$ cat src/rtl/sa_pkg.sv
// Shared types for the streaming summation unit.
package sa_pkg;
    // Control phases: open run, pipeline drain, partial-sum folding.
    typedef enum logic [1:0] {
        ST_ACC    = 2'd0,
        ST_DRAIN  = 2'd1,
        ST_REDUCE = 2'd2
    } sa_state_e;
endpackage

$ cat src/rtl/sa_pipe_adder.sv
// Fixed-point adder pipelined over LAT register stages.
// A tag travels alongside each sum. busy is high while any stage holds a
// valid entry. Assumes LAT >= 2.
module sa_pipe_adder #(
    parameter int DW  = 40,
    parameter int LAT = 3,
    parameter int TW  = 3
) (
    input  logic          clk,
    input  logic          rst_n,
    input  logic          in_vld,
    input  logic [DW-1:0] in_a,
    input  logic [DW-1:0] in_b,
    input  logic [TW-1:0] in_tag,
    output logic          out_vld,
    output logic [DW-1:0] out_sum,
    output logic [TW-1:0] out_tag,
    output logic          busy
);
    logic [LAT-1:0] vld_q;
    logic [DW-1:0]  sum_q [LAT];
    logic [TW-1:0]  tag_q [LAT];

    // Valid bits shift with reset so the pipeline starts empty.
    always_ff @(posedge clk) begin
        if (!rst_n) vld_q <= '0;
        else        vld_q <= {vld_q[LAT-2:0], in_vld};
    end

    // Sum formed in the first stage, then carried through the rest.
    always_ff @(posedge clk) begin
        sum_q[0] <= in_a + in_b;
        tag_q[0] <= in_tag;
        for (int i = 1; i < LAT; i++) begin
            sum_q[i] <= sum_q[i-1];
            tag_q[i] <= tag_q[i-1];
        end
    end

    assign out_vld = vld_q[LAT-1];
    assign out_sum = sum_q[LAT-1];
    assign out_tag = tag_q[LAT-1];
    assign busy    = |vld_q;
endmodule

$ cat src/rtl/sa_slot_bank.sv
// Bank of NS partial sums with one write port and two read ports.
// A slot reads as zero until it is claimed in the current run. A read of
// the slot being written this cycle returns the new value (forwarding).
module sa_slot_bank #(
    parameter int DW = 40,
    parameter int NS = 3,
    parameter int SW = 2
) (
    input  logic          clk,
    input  logic          rst_n,
    input  logic          wr_en,
    input  logic [SW-1:0] wr_idx,
    input  logic [DW-1:0] wr_data,
    input  logic          claim_en,
    input  logic [SW-1:0] claim_idx,
    input  logic          clr_all,
    input  logic [SW-1:0] rd_a_idx,
    output logic [DW-1:0] rd_a_data,
    input  logic [SW-1:0] rd_b_idx,
    output logic [DW-1:0] rd_b_data
);
    logic [DW-1:0] slot_q [NS];
    logic [NS-1:0] fresh_q;

    // Store sums returning from the adder.
    always_ff @(posedge clk) begin
        if (wr_en) slot_q[wr_idx] <= wr_data;
    end

    // Track which slots are still zero in the current run.
    always_ff @(posedge clk) begin
        if (!rst_n || clr_all) fresh_q <= '1;
        else if (claim_en)     fresh_q[claim_idx] <= 1'b0;
    end

    // Read port A with zero-fill and forwarding.
    always_comb begin
        if (fresh_q[rd_a_idx])                rd_a_data = '0;
        else if (wr_en && wr_idx == rd_a_idx) rd_a_data = wr_data;
        else                                  rd_a_data = slot_q[rd_a_idx];
    end

    // Read port B with zero-fill and forwarding.
    always_comb begin
        if (fresh_q[rd_b_idx])                rd_b_data = '0;
        else if (wr_en && wr_idx == rd_b_idx) rd_b_data = wr_data;
        else                                  rd_b_data = slot_q[rd_b_idx];
    end
endmodule

$ cat src/rtl/stream_accum.sv
// Streaming summation unit. Accepts one signed operand per cycle into LAT
// round-robin partial sums kept by a LAT-stage adder. After the closing
// operand it waits for the pipeline to empty, then folds the partial sums
// through the same adder and strobes the total.
// Assumes LAT >= 2 and ACC_W > IN_W.
module stream_accum
    import sa_pkg::*;
#(
    parameter int IN_W  = 16,
    parameter int ACC_W = 40,
    parameter int LAT   = 3
) (
    input  logic             clk,
    input  logic             rst_n,
    input  logic             in_valid,
    input  logic [IN_W-1:0]  in_data,
    input  logic             in_last,
    output logic             out_valid,
    output logic [ACC_W-1:0] out_data
);
    localparam int SW = $clog2(LAT);
    localparam int TW = SW + 1;
    localparam logic [SW-1:0] LAST_SLOT = SW'(LAT - 1);

    sa_state_e        state_q;
    logic [SW-1:0]    slot_q;
    logic [SW-1:0]    fold_q;
    logic [ACC_W-1:0] ext_data;
    logic             iss_vld, claim, finish;
    logic [ACC_W-1:0] iss_a, iss_b;
    logic [TW-1:0]    iss_tag;
    logic             add_vld, add_busy, wr_en;
    logic [ACC_W-1:0] add_sum;
    logic [TW-1:0]    add_tag;
    logic [SW-1:0]    rd_a_idx, rd_b_idx;
    logic [ACC_W-1:0] rd_a_data, rd_b_data;

    assign ext_data = {{(ACC_W - IN_W){in_data[IN_W-1]}}, in_data};
    // Tag MSB marks fold operations, whose results bypass the bank.
    assign wr_en  = add_vld && !add_tag[SW];
    assign finish = (state_q == ST_REDUCE) && add_vld && (fold_q == LAST_SLOT);

    // Choose adder operands and bank read indices for the current phase.
    always_comb begin
        iss_vld  = 1'b0;
        claim    = 1'b0;
        iss_a    = rd_a_data;
        iss_b    = ext_data;
        iss_tag  = {1'b0, slot_q};
        rd_a_idx = slot_q;
        rd_b_idx = fold_q + SW'(1);
        case (state_q)
            ST_ACC: begin
                iss_vld = in_valid;
                claim   = in_valid;
            end
            ST_DRAIN: begin
                rd_a_idx = '0;
                rd_b_idx = SW'(1);
                iss_vld  = !add_busy;
                iss_b    = rd_b_data;
                iss_tag  = {1'b1, {SW{1'b0}}};
            end
            ST_REDUCE: begin
                iss_vld = add_vld && (fold_q != LAST_SLOT);
                iss_a   = add_sum;
                iss_b   = rd_b_data;
                iss_tag = {1'b1, {SW{1'b0}}};
            end
            default: ;
        endcase
    end

    // Phase sequencing, round-robin slot pointer and fold index.
    always_ff @(posedge clk) begin
        if (!rst_n) begin
            state_q <= ST_ACC;
            slot_q  <= '0;
            fold_q  <= '0;
        end else begin
            case (state_q)
                ST_ACC: if (in_valid) begin
                    if (in_last) begin
                        slot_q  <= '0;
                        state_q <= ST_DRAIN;
                    end else begin
                        slot_q <= (slot_q == LAST_SLOT) ? '0 : slot_q + SW'(1);
                    end
                end
                ST_DRAIN: if (!add_busy) begin
                    fold_q  <= SW'(1);
                    state_q <= ST_REDUCE;
                end
                ST_REDUCE: if (add_vld) begin
                    if (fold_q == LAST_SLOT) state_q <= ST_ACC;
                    else                     fold_q  <= fold_q + SW'(1);
                end
                default: state_q <= ST_ACC;
            endcase
        end
    end

    // Result register and one-cycle strobe.
    always_ff @(posedge clk) begin
        if (!rst_n) begin
            out_valid <= 1'b0;
            out_data  <= '0;
        end else begin
            out_valid <= finish;
            if (finish) out_data <= add_sum;
        end
    end

    sa_pipe_adder #(.DW(ACC_W), .LAT(LAT), .TW(TW)) u_adder (
        .clk     (clk),
        .rst_n   (rst_n),
        .in_vld  (iss_vld),
        .in_a    (iss_a),
        .in_b    (iss_b),
        .in_tag  (iss_tag),
        .out_vld (add_vld),
        .out_sum (add_sum),
        .out_tag (add_tag),
        .busy    (add_busy)
    );

    sa_slot_bank #(.DW(ACC_W), .NS(LAT), .SW(SW)) u_bank (
        .clk       (clk),
        .rst_n     (rst_n),
        .wr_en     (wr_en),
        .wr_idx    (add_tag[SW-1:0]),
        .wr_data   (add_sum),
        .claim_en  (claim),
        .claim_idx (slot_q),
        .clr_all   (finish),
        .rd_a_idx  (rd_a_idx),
        .rd_a_data (rd_a_data),
        .rd_b_idx  (rd_b_idx),
        .rd_b_data (rd_b_data)
    );
endmodule

$ cat config.mk
export PLATFORM = sky130hd
export DESIGN_NAME = stream_accum
export DESIGN_NICKNAME = d
export VERILOG_FILES = /design/src/rtl/sa_pkg.sv /design/src/rtl/sa_pipe_adder.sv /design/src/rtl/sa_slot_bank.sv /design/src/rtl/stream_accum.sv
export SDC_FILE = /design/constraint.sdc
export NUM_CORES = 1
export LEC_CHECK = 0
export BUFFER_PORTS_ARGS = -buffer_cell sky130_fd_sc_hd__buf_4
export CORE_ASPECT_RATIO = 0.5
export CORE_UTILIZATION = 48
export CTS_BUF_LIST = sky130_fd_sc_hd__clkbuf_16
export CTS_CLUSTER_SIZE = 24
export DETAILED_ROUTE_END_ITERATION = 12
export PLACE_DENSITY_LB_ADDON = 0.1
export SLEW_MARGIN = 5
export SYNTH_ARGS = -nofsm -noshare
export SYNTH_HDL_FRONTEND = slang
export SYNTH_SLANG_ARGS = --single-unit
export TNS_END_PERCENT = 5
$ cat constraint.sdc
create_clock -name clk -period 7.31 [get_ports clk]
set_input_delay 1.0965 -clock clk [delete_from_list [all_inputs] [get_ports clk]]
set_output_delay 1.0965 -clock clk [all_outputs]
set_load 0.05 [all_outputs]
==> results of run 1 <==
how the worst max path moves through the flow:
stage                                 endpoint  cells past startpoint
after floorplan           u_adder.sum_q[0][38]                     19
after detailed placement  u_adder.sum_q[0][38]                     18
after CTS                 u_adder.sum_q[0][38]                     18
after global placement    u_adder.sum_q[0][36]                     18
after global routing      u_adder.sum_q[0][37]                     17
final                     u_adder.sum_q[0][38]                     18
critical path, delay by kind of cell (launching register included):
family | cells | cell delay [ns]
simple gates | 6 | 1.61
compound gates | 6 | 1.53
fa+ha+maj | 3 | 1.06
buf+inv | 2 | 0.84
flops | 1 | 0.41
xor+xnor | 1 | 0.22
through the flow:
step           total power, mW  hold WS, ns  util (%)  cell area [µm²]
6_report                  6.87        0.319      55.9            14900
5_1_grt                   7.33        0.330      55.9            14900
4_1_cts                   6.90        0.322      55.9            14900
3_5_place_dp              5.33        0.312      52.2            13900
3_3_place_gp              5.29        0.310      52.2            13900
2_1_floorplan             4.57        0.310         -            13200
registers in the layout, summed over array words and instances, names as in the netlist:
| signal | flops |
|---|---|
| u_bank.slot_q | 120 |
| out_valid | 1 |
| u_adder.tag_q | 9 |
| u_adder.vld_q | 3 |
| state_q | 2 |
| u_adder.sum_q | 120 |
| slot_q | 2 |
| out_data | 40 |
| fold_q | 2 |
| u_bank.fresh_q | 3 |
metal layers:
layer / part of all wire [%] / global-route usage, % / vias to the layer above
li1: - / - / 4635
met5: 0 / 0 / -
met4: 1.4 / 4.26 / 0
met3: 5.6 / 3.73 / 39
met1: 51 / 35.0 / 4762
met2: 42 / 34.4 / 268
synthesized netlist by cell type (4+ instances only):
cell and number:
dfxtp_1 182, nor2_1 150, a21oi_1 133, edfxtp_1 120, mux2i_1 83, a211oi_1 80
o21ai_0 53, clkbuf_1 52, nand2_1 46, ha_1 45, a22o_1 41, inv_1 28
xnor2_1 23, buf_2 19, a21o_1 18, xor2_1 18, o22ai_1 16, nor3_1 13
nand3_1 12, o21bai_1 10, nand4_1 9, nand2b_1 8, nor2b_1 8, a31oi_1 6
o211ai_1 6, and2_1 5, nor4_1 5, o21a_1 4, o31ai_1 4
cells by family after synthesis:
| family | count (synthesis) | share of synthesized area (%) |
|---|---|---|
| mux | 83 | 6.31 |
| compound gates | 394 | 19.4 |
| simple gates | 270 | 8.97 |
| fa+ha+maj | 46 | 4.43 |
| buf+inv | 103 | 3.13 |
| xor+xnor | 41 | 2.73 |
| flops | 302 | 55.0 |
power by group:
group          switching, mW  internal (mW)  leakage (nW)  total, mW
Sequential             0.274           2.28          2.60       2.55
Clock                  0.651          0.900         0.506       1.55
Combinational           1.74           1.03          2.91       2.77
Total                   2.66           4.21          6.02       6.87
area by class of cell:
class | count | share of cell area (%)
Inverter | 28 | 0.705
Clock buffer | 29 | 4.87
Tap cell | 352 | 2.95
Timing Repair Buffer | 74 | 3.81
Sequential cell | 302 | 48.6
Multi-Input combinational cell | 834 | 37.4
Clock inverter | 23 | 1.69
cells in the final DEF, fill, tap and decap left out, types with 7 or more instances in the layout:
master / n
dfxtp_1: 182
nor2_1: 148
a21oi_1: 133
edfxtp_1: 120
mux2i_1: 83
a211oi_1: 80
buf_4: 73
o21ai_0: 53
nand2_1: 46
ha_1: 45
a22o_1: 41
inv_1: 35
clkbuf_16: 29
xnor2_1: 23
xor2_1: 18
a21o_1: 18
o22ai_1: 16
nand3_1: 12
nor3_1: 12
o21bai_1: 10
nand4_1: 9
nor2b_1: 7
==> results by group, run 1 <==
Route
  – DRT Pass-1 Iters: 6
  – DRC: 0
  – Overall via count from detail_route: about 9.7k
  – Post-route ant nets: 0
  – Violation count after the first detailed-routing iteration: between 700 and 800
  – Mean routed wirelength per cell: 19.5 µm
  – Routed vias/inst: a little under 6
  – Total wirelength of the detailed-routed design: roughly 32000 µm

Finish
  – P&R area growth vs syn: 13.3%
  – Number of antenna diodes: 0
  – Net count reported at finish: between 1k and 1.5k
  – Ratio of cells with drive above 1 in the final layout: a little over a tenth
  – Final Instance Count excl. Fillers: ~1.6k
  – Number of fill cells: between 2k and 2.5k
  – Area of combinational cells with multiple inputs: between 5000 and 6000 µm²
  – Area used by sequential logic in the layout: just over 7000 µm²

Timing
  – Setup TNS after final layout: 0 ns
  – Worst Max-Slew Pin Slew: ~1.1 ns
  – Final period demand of the worst path: around 5.7 ns
  – Total setup violations reported at the end of the flow: 0
  – Max Slew Vio Count: 0
  – Final setup slack of the worst path: roughly 1.6 ns
  – Period Utilization, post-route: between 70% and 80%
  – Achievable Freq: ~170 MHz
  – Relative slew slack: 26.7%
  – RSZ-0062 raised after global routing: no
  – Fin. Hold Viols: 0
  – Worst clock skew: 0.0186 ns

Die
  – Die extent in y: ~120 µm
  – Number of rows created at floorplan: between 40 and 50
  – Initial standard-cell utilization of the core: about half
  – Die Wd: 236 µm
  – Die Area: ~28000 µm²
  – Placeable core region: between 20000 and 30000 µm²
  – Top-level I/O count: 61

Critical path
  – Worst-case reg-to-reg path depth: 18
  – Kind of critical path: reg2reg
  – Reg2reg end: u_adder.sum_q[0][38]
  – CP required: 7.81 ns
  – Worst-path fanout max: slightly below 80
  – Critical Path Max Stage Delay: around 0.74 ns
  – Worst-path cell with the longest stage delay: buf_4
  – Arrival time of data at the critical path endpoint: about 6.2 ns
  – Startpoint types: flip-flop
  – Source of the critical timing path: state_q[1]
  – Reg-to-reg setup timing slack: 1.59 ns
  – Crit end category: flip-flop
  – Cell breakdown of the critical path: inv_1 > ha_1 > nor2b_4 > xor2_1 > o31ai_4 > buf_4 > a211oi_1 > a21oi_1 > nor2_1 > ha_1 > fa_1 > a21oi_1 > o211a_1 > nor3_1 > a221oi_2 > nor4_1 > or4_1 > nand3_1
  – Worst r2r src: state_q[1]

Worst hold path
  – Worst hold path startpoint: u_adder.sum_q[0][69]
  – Worst min-delay path class: reg2reg
  – Worst Hold Endpoint: u_adder.sum_q[0][109]
  – Number of instances on the worst hold path: 0

Clock network
  – Cell chosen for the clock root: clkbuf_16
  – Post-cts hold buffer count: 0
  – Worst skew pair latency: roughly 0.56 ns
  – Number of H-tree branching levels: 1
  – Clk sinks: 302
  – Clock-pin transition on the worst setup and hold timing paths: approximately 0.070 ns
  – CTS tree: built
  – Inserted Clock Buffers: 28
  – Count of cells resized by post-cts repair: 0
  – Maximum number of buffers from clock root to sink: 3
  – Number of buffers inserted by post-CTS setup repair: 0

Place
  – Post-detail-place hpwl: 20300 µm
  – Place WS: around 1.6 ns
  – Placer Congestion: about 0.94
  – Number of I/O port buffers: 60
  – Cell count after placement: approximately 1.6k

Power and ir drop
  – Max VDD drop: between 0.2 and 0.25 mV
  – Total power divided by cell area: 461 nW/µm²
  – Leakage power summed over all cells: 6.02 nW

Synth
  – Mapped Nets: approximately 1.3k
  – Post-synth design cell area: between 10000 and 15000 µm²
  – Synth warn: 0
  – Share of the synthesized area in the top cell type: 27.7%
  – Share of flip-flops with an asynchronous set or reset after synthesis: 0%
  – Sequential area share after synthesis: 55.0%
  – Biggest area contributors in the synthesized netlist: dfxtp_1 (28%), edfxtp_1 (27%), mux2i_1 (6.3%), a21oi_1 (5.1%), a211oi_1 (4.6%)
  – Number of standard cells after synthesis: ~1.2k
  – Per-instance average area after synthesis: ~11 µm²
  – Cell type contributing the most total cell area after synthesis: dfxtp_1
  – Post-synthesis cell type count: 56
  – Commonest register cell after synthesis: dfxtp_1
  – Number of synthesized register bits: between 300 and 400
  – Number of flops mapped to enable cells by yosys: 120

Global route
  – Maximum number of pins on one net before global-route repair: 81
  – First-pass GRT wire length: just over 50000 µm
  – Initial antenna violation count: 0
  – Congestion Overflow GR: 0
  – Vias in the first global route: 9404
  – GRT Overall Usage: between 20 and 25%

Job
  – Number of max-cap violations: 0

Run status
  – Run status: finished clean
No activity file was read; power rests on OpenSTA's default activity.
==> run 2, diff against run 1 <==
==> constraint.sdc (replaced) <==
create_clock -name clk -period 5.82 [get_ports clk]
set_input_delay 0.873 -clock clk [delete_from_list [all_inputs] [get_ports clk]]
set_output_delay 0.873 -clock clk [all_outputs]
set_load 0.05 [all_outputs]
==> run 2 against run 1 <==
Worst setup slack got worse by 0.61 ns. Clock skew up 0.0011 ns. Register-to-register slack lost 0.61 ns. Fmax up 18%. First-iteration DRC count increased by 2.7%. Critical path type unchanged. Via count decreased by 0.85%. Count of clock-buffer cells in the layout rose by 1. Highest routed layer unchanged. Routed wire length rose by 2.5%.
==> results by group, run 2 (synthesized netlist as in run 1, its figures left out) <==
Finish
  – Most frequent standard cell in the layout excluding fill and tap cells: dfxtp_1
  – Largest registers: u_adder.sum_q x120, u_bank.slot_q x120, out_data x40
  – Leading cell types in the layout, fill and taps excluded: dfxtp_1 (182), nor2_1 (148), a21oi_1 (133)
  – Core occupancy in the finished layout: between 50% and 60%
  – Number of antenna diodes: 0
  – P&R area growth vs syn: 13.4%
  – Net count reported at finish: 1341
  – Ratio of cells with drive above 1 in the final layout: ~11%
  – Number of fill cells: approximately 2.3k

Clock network
  – Number of H-tree branching levels: 1
  – Post-cts hold buffer count: 0
  – Inserted Clock Buffers: 27
  – Clock-pin transition on the worst setup and hold timing paths: 0.07 ns
  – Number of buffers inserted by post-CTS setup repair: 0
  – CTS tree: built
  – Worst skew pair latency: 0.55 ns
  – Maximum number of buffers from clock root to sink: 3
  – Clk sinks: between 300 and 400
  – Cell chosen for the clock root: clkbuf_16
  – Count of cells resized by post-cts repair: 0

Critical path
  – Arrival time of data at the critical path endpoint: between 5 and 6 ns
  – Kind of critical path: reg2reg
  – Critical Path Max Stage Delay: between 0.6 and 0.7 ns
  – Worst-path cell with the longest stage delay: buf_4
  – CP required: ~6.3 ns
  – Crit end category: flip-flop
  – Startpoint types: flip-flop
  – Worst-path fanout max: 40
  – Cell breakdown of the critical path: inv_1 > ha_1 > nor2b_4 > buf_4 > mux2i_1 > a211oi_1 > a21oi_1 > nor2_1 > ha_1 > fa_1 > a21oi_1 > o211a_1 > nor4_1 > o21ai_0 > or3b_1 > a41o_1 > xor2_1

Route
  – Post-route ant nets: 0
  – Violation count after the first detailed-routing iteration: roughly 790
  – Routed vias/inst: about 5.8
  – Total wirelength of the detailed-routed design: between 30000 and 40000 µm
  – DRC: 0
  – Mean routed wirelength per cell: 19.9 µm
  – DRT Pass-1 Iters: 5
  – Overall via count from detail_route: around 9.6k

Power and ir drop
  – Max VDD drop: about 0.29 mV
  – Leakage power summed over all cells: approximately 6.0 nW
  – Total power divided by cell area: ~580 nW/µm²

Timing
  – Fin. Hold Viols: 0
  – Final period demand of the worst path: around 4.8 ns
  – Worst clock skew: just under 0.02 ns
  – Worst Max-Slew Pin Slew: 1.14 ns
  – RSZ-0062 raised after global routing: no
  – Max Slew Vio Count: 0
  – Period Utilization, post-route: between 80% and 90%
  – Setup TNS after final layout: 0 ns
  – Total setup violations reported at the end of the flow: 0
  – Relative slew slack: about 24%
  – Achievable Freq: a little over 200 MHz

Run status
  – Run status: finished clean

Die
  – Die Area: roughly 28000 µm²
  – Initial standard-cell utilization of the core: 49.3%
  – Die extent in y: ~120 µm
  – Placeable core region: 26700 µm²
  – Top-level I/O count: between 60 and 70
  – Die Wd: ~240 µm
  – Number of rows created at floorplan: 42

Global route
  – Congestion Overflow GR: 0
  – Vias in the first global route: slightly above 9k
  – First-pass GRT wire length: 52600 µm
  – Initial antenna violation count: 0
  – GRT Overall Usage: a little under a quarter
  – Maximum number of pins on one net before global-route repair: 81

Job
  – Number of max-cap violations: 0

Worst hold path
  – Worst min-delay path class: reg2reg

Place
  – Number of I/O port buffers: 60
  – Post-detail-place hpwl: 21700 µm
  – Placer Congestion: around 0.85
==> run 2: changes by cell type in the layout (fill, tap and decap cells not counted), sizes merged <==
cell,previous run,this run
clkbuf,29,30
bufinv,5,3
clkinv,10,8
buf,74,82
==> run 2: area by class of cell <==
cell class / instances / area, µm² / share of cell area, %
Sequential cell: 302 / 7250 / 48.5
Clock inverter: 19 / 189 / 1.26
Timing Repair Buffer: 82 / 628 / 4.20
Tap cell: 352 / 440 / 2.95
Clock buffer: 30 / 751 / 5.03
Multi-Input combinational cell: 834 / 5580 / 37.3
Inverter: 28 / 105 / 0.704
==> run 2: final timing paths <==
| check | slack (ns) | startpoint | end | cells after the start |
|---|---|---|---|---|
| max | 0.98 | state_q[1] | u_adder.sum_q[0][36] | 17 |
| min | 0.32 | u_adder.sum_q[0][58] | u_adder.sum_q[0][98] | 0 |
| max reg2reg | 0.98 | state_q[1] | u_adder.sum_q[0][36] | 17 |
| min reg2reg | 0.32 | u_adder.sum_q[0][58] | u_adder.sum_q[0][98] | 0 |
==> run 2: stage by stage <==
step	hold slack (ns)	setup slack, ns	cells	area (µm²)	total power, mW
2_1_floorplan	0.310	1.57	1239	13200	5.74
3_3_place_gp	0.310	1.11	1598	14000	6.77
3_5_place_dp	0.312	1.07	1598	14000	6.79
4_1_cts	0.321	1.02	1647	14900	8.72
5_1_grt	0.326	0.730	1647	14900	9.26
6_report	0.322	0.975	1647	14900	8.69
==> run 2: worst max-delay path: cells and delay by family, from the launching register on <==
| kind | cells | cell delay [ns] |
|---|---|---|
| AO/OA/AOI/OAI | 6 | 1.25 |
| XOR/XNOR | 1 | 0.14 |
| adder cells (fa/ha/maj) | 3 | 1.04 |
| buffers and inverters | 2 | 0.77 |
| flip-flops | 1 | 0.39 |
| multiplexers | 1 | 0.28 |
| AND/OR/NAND/NOR | 4 | 0.83 |
==> run 2: report_power, final <==
part	leakage (nW)	internal [mW]	switching, mW
logic	2.95	1.34	2.23
registers	2.60	2.86	0.360
clock network	0.466	1.07	0.825
total	6.01	5.27	3.41
==> run 2: metal layers <==
layer	wire [µm]	GRT usage (%)
met5	0	0
met4	399	3.90
met3	1730	3.89
met2	13600	34.6
met1	17000	36.8
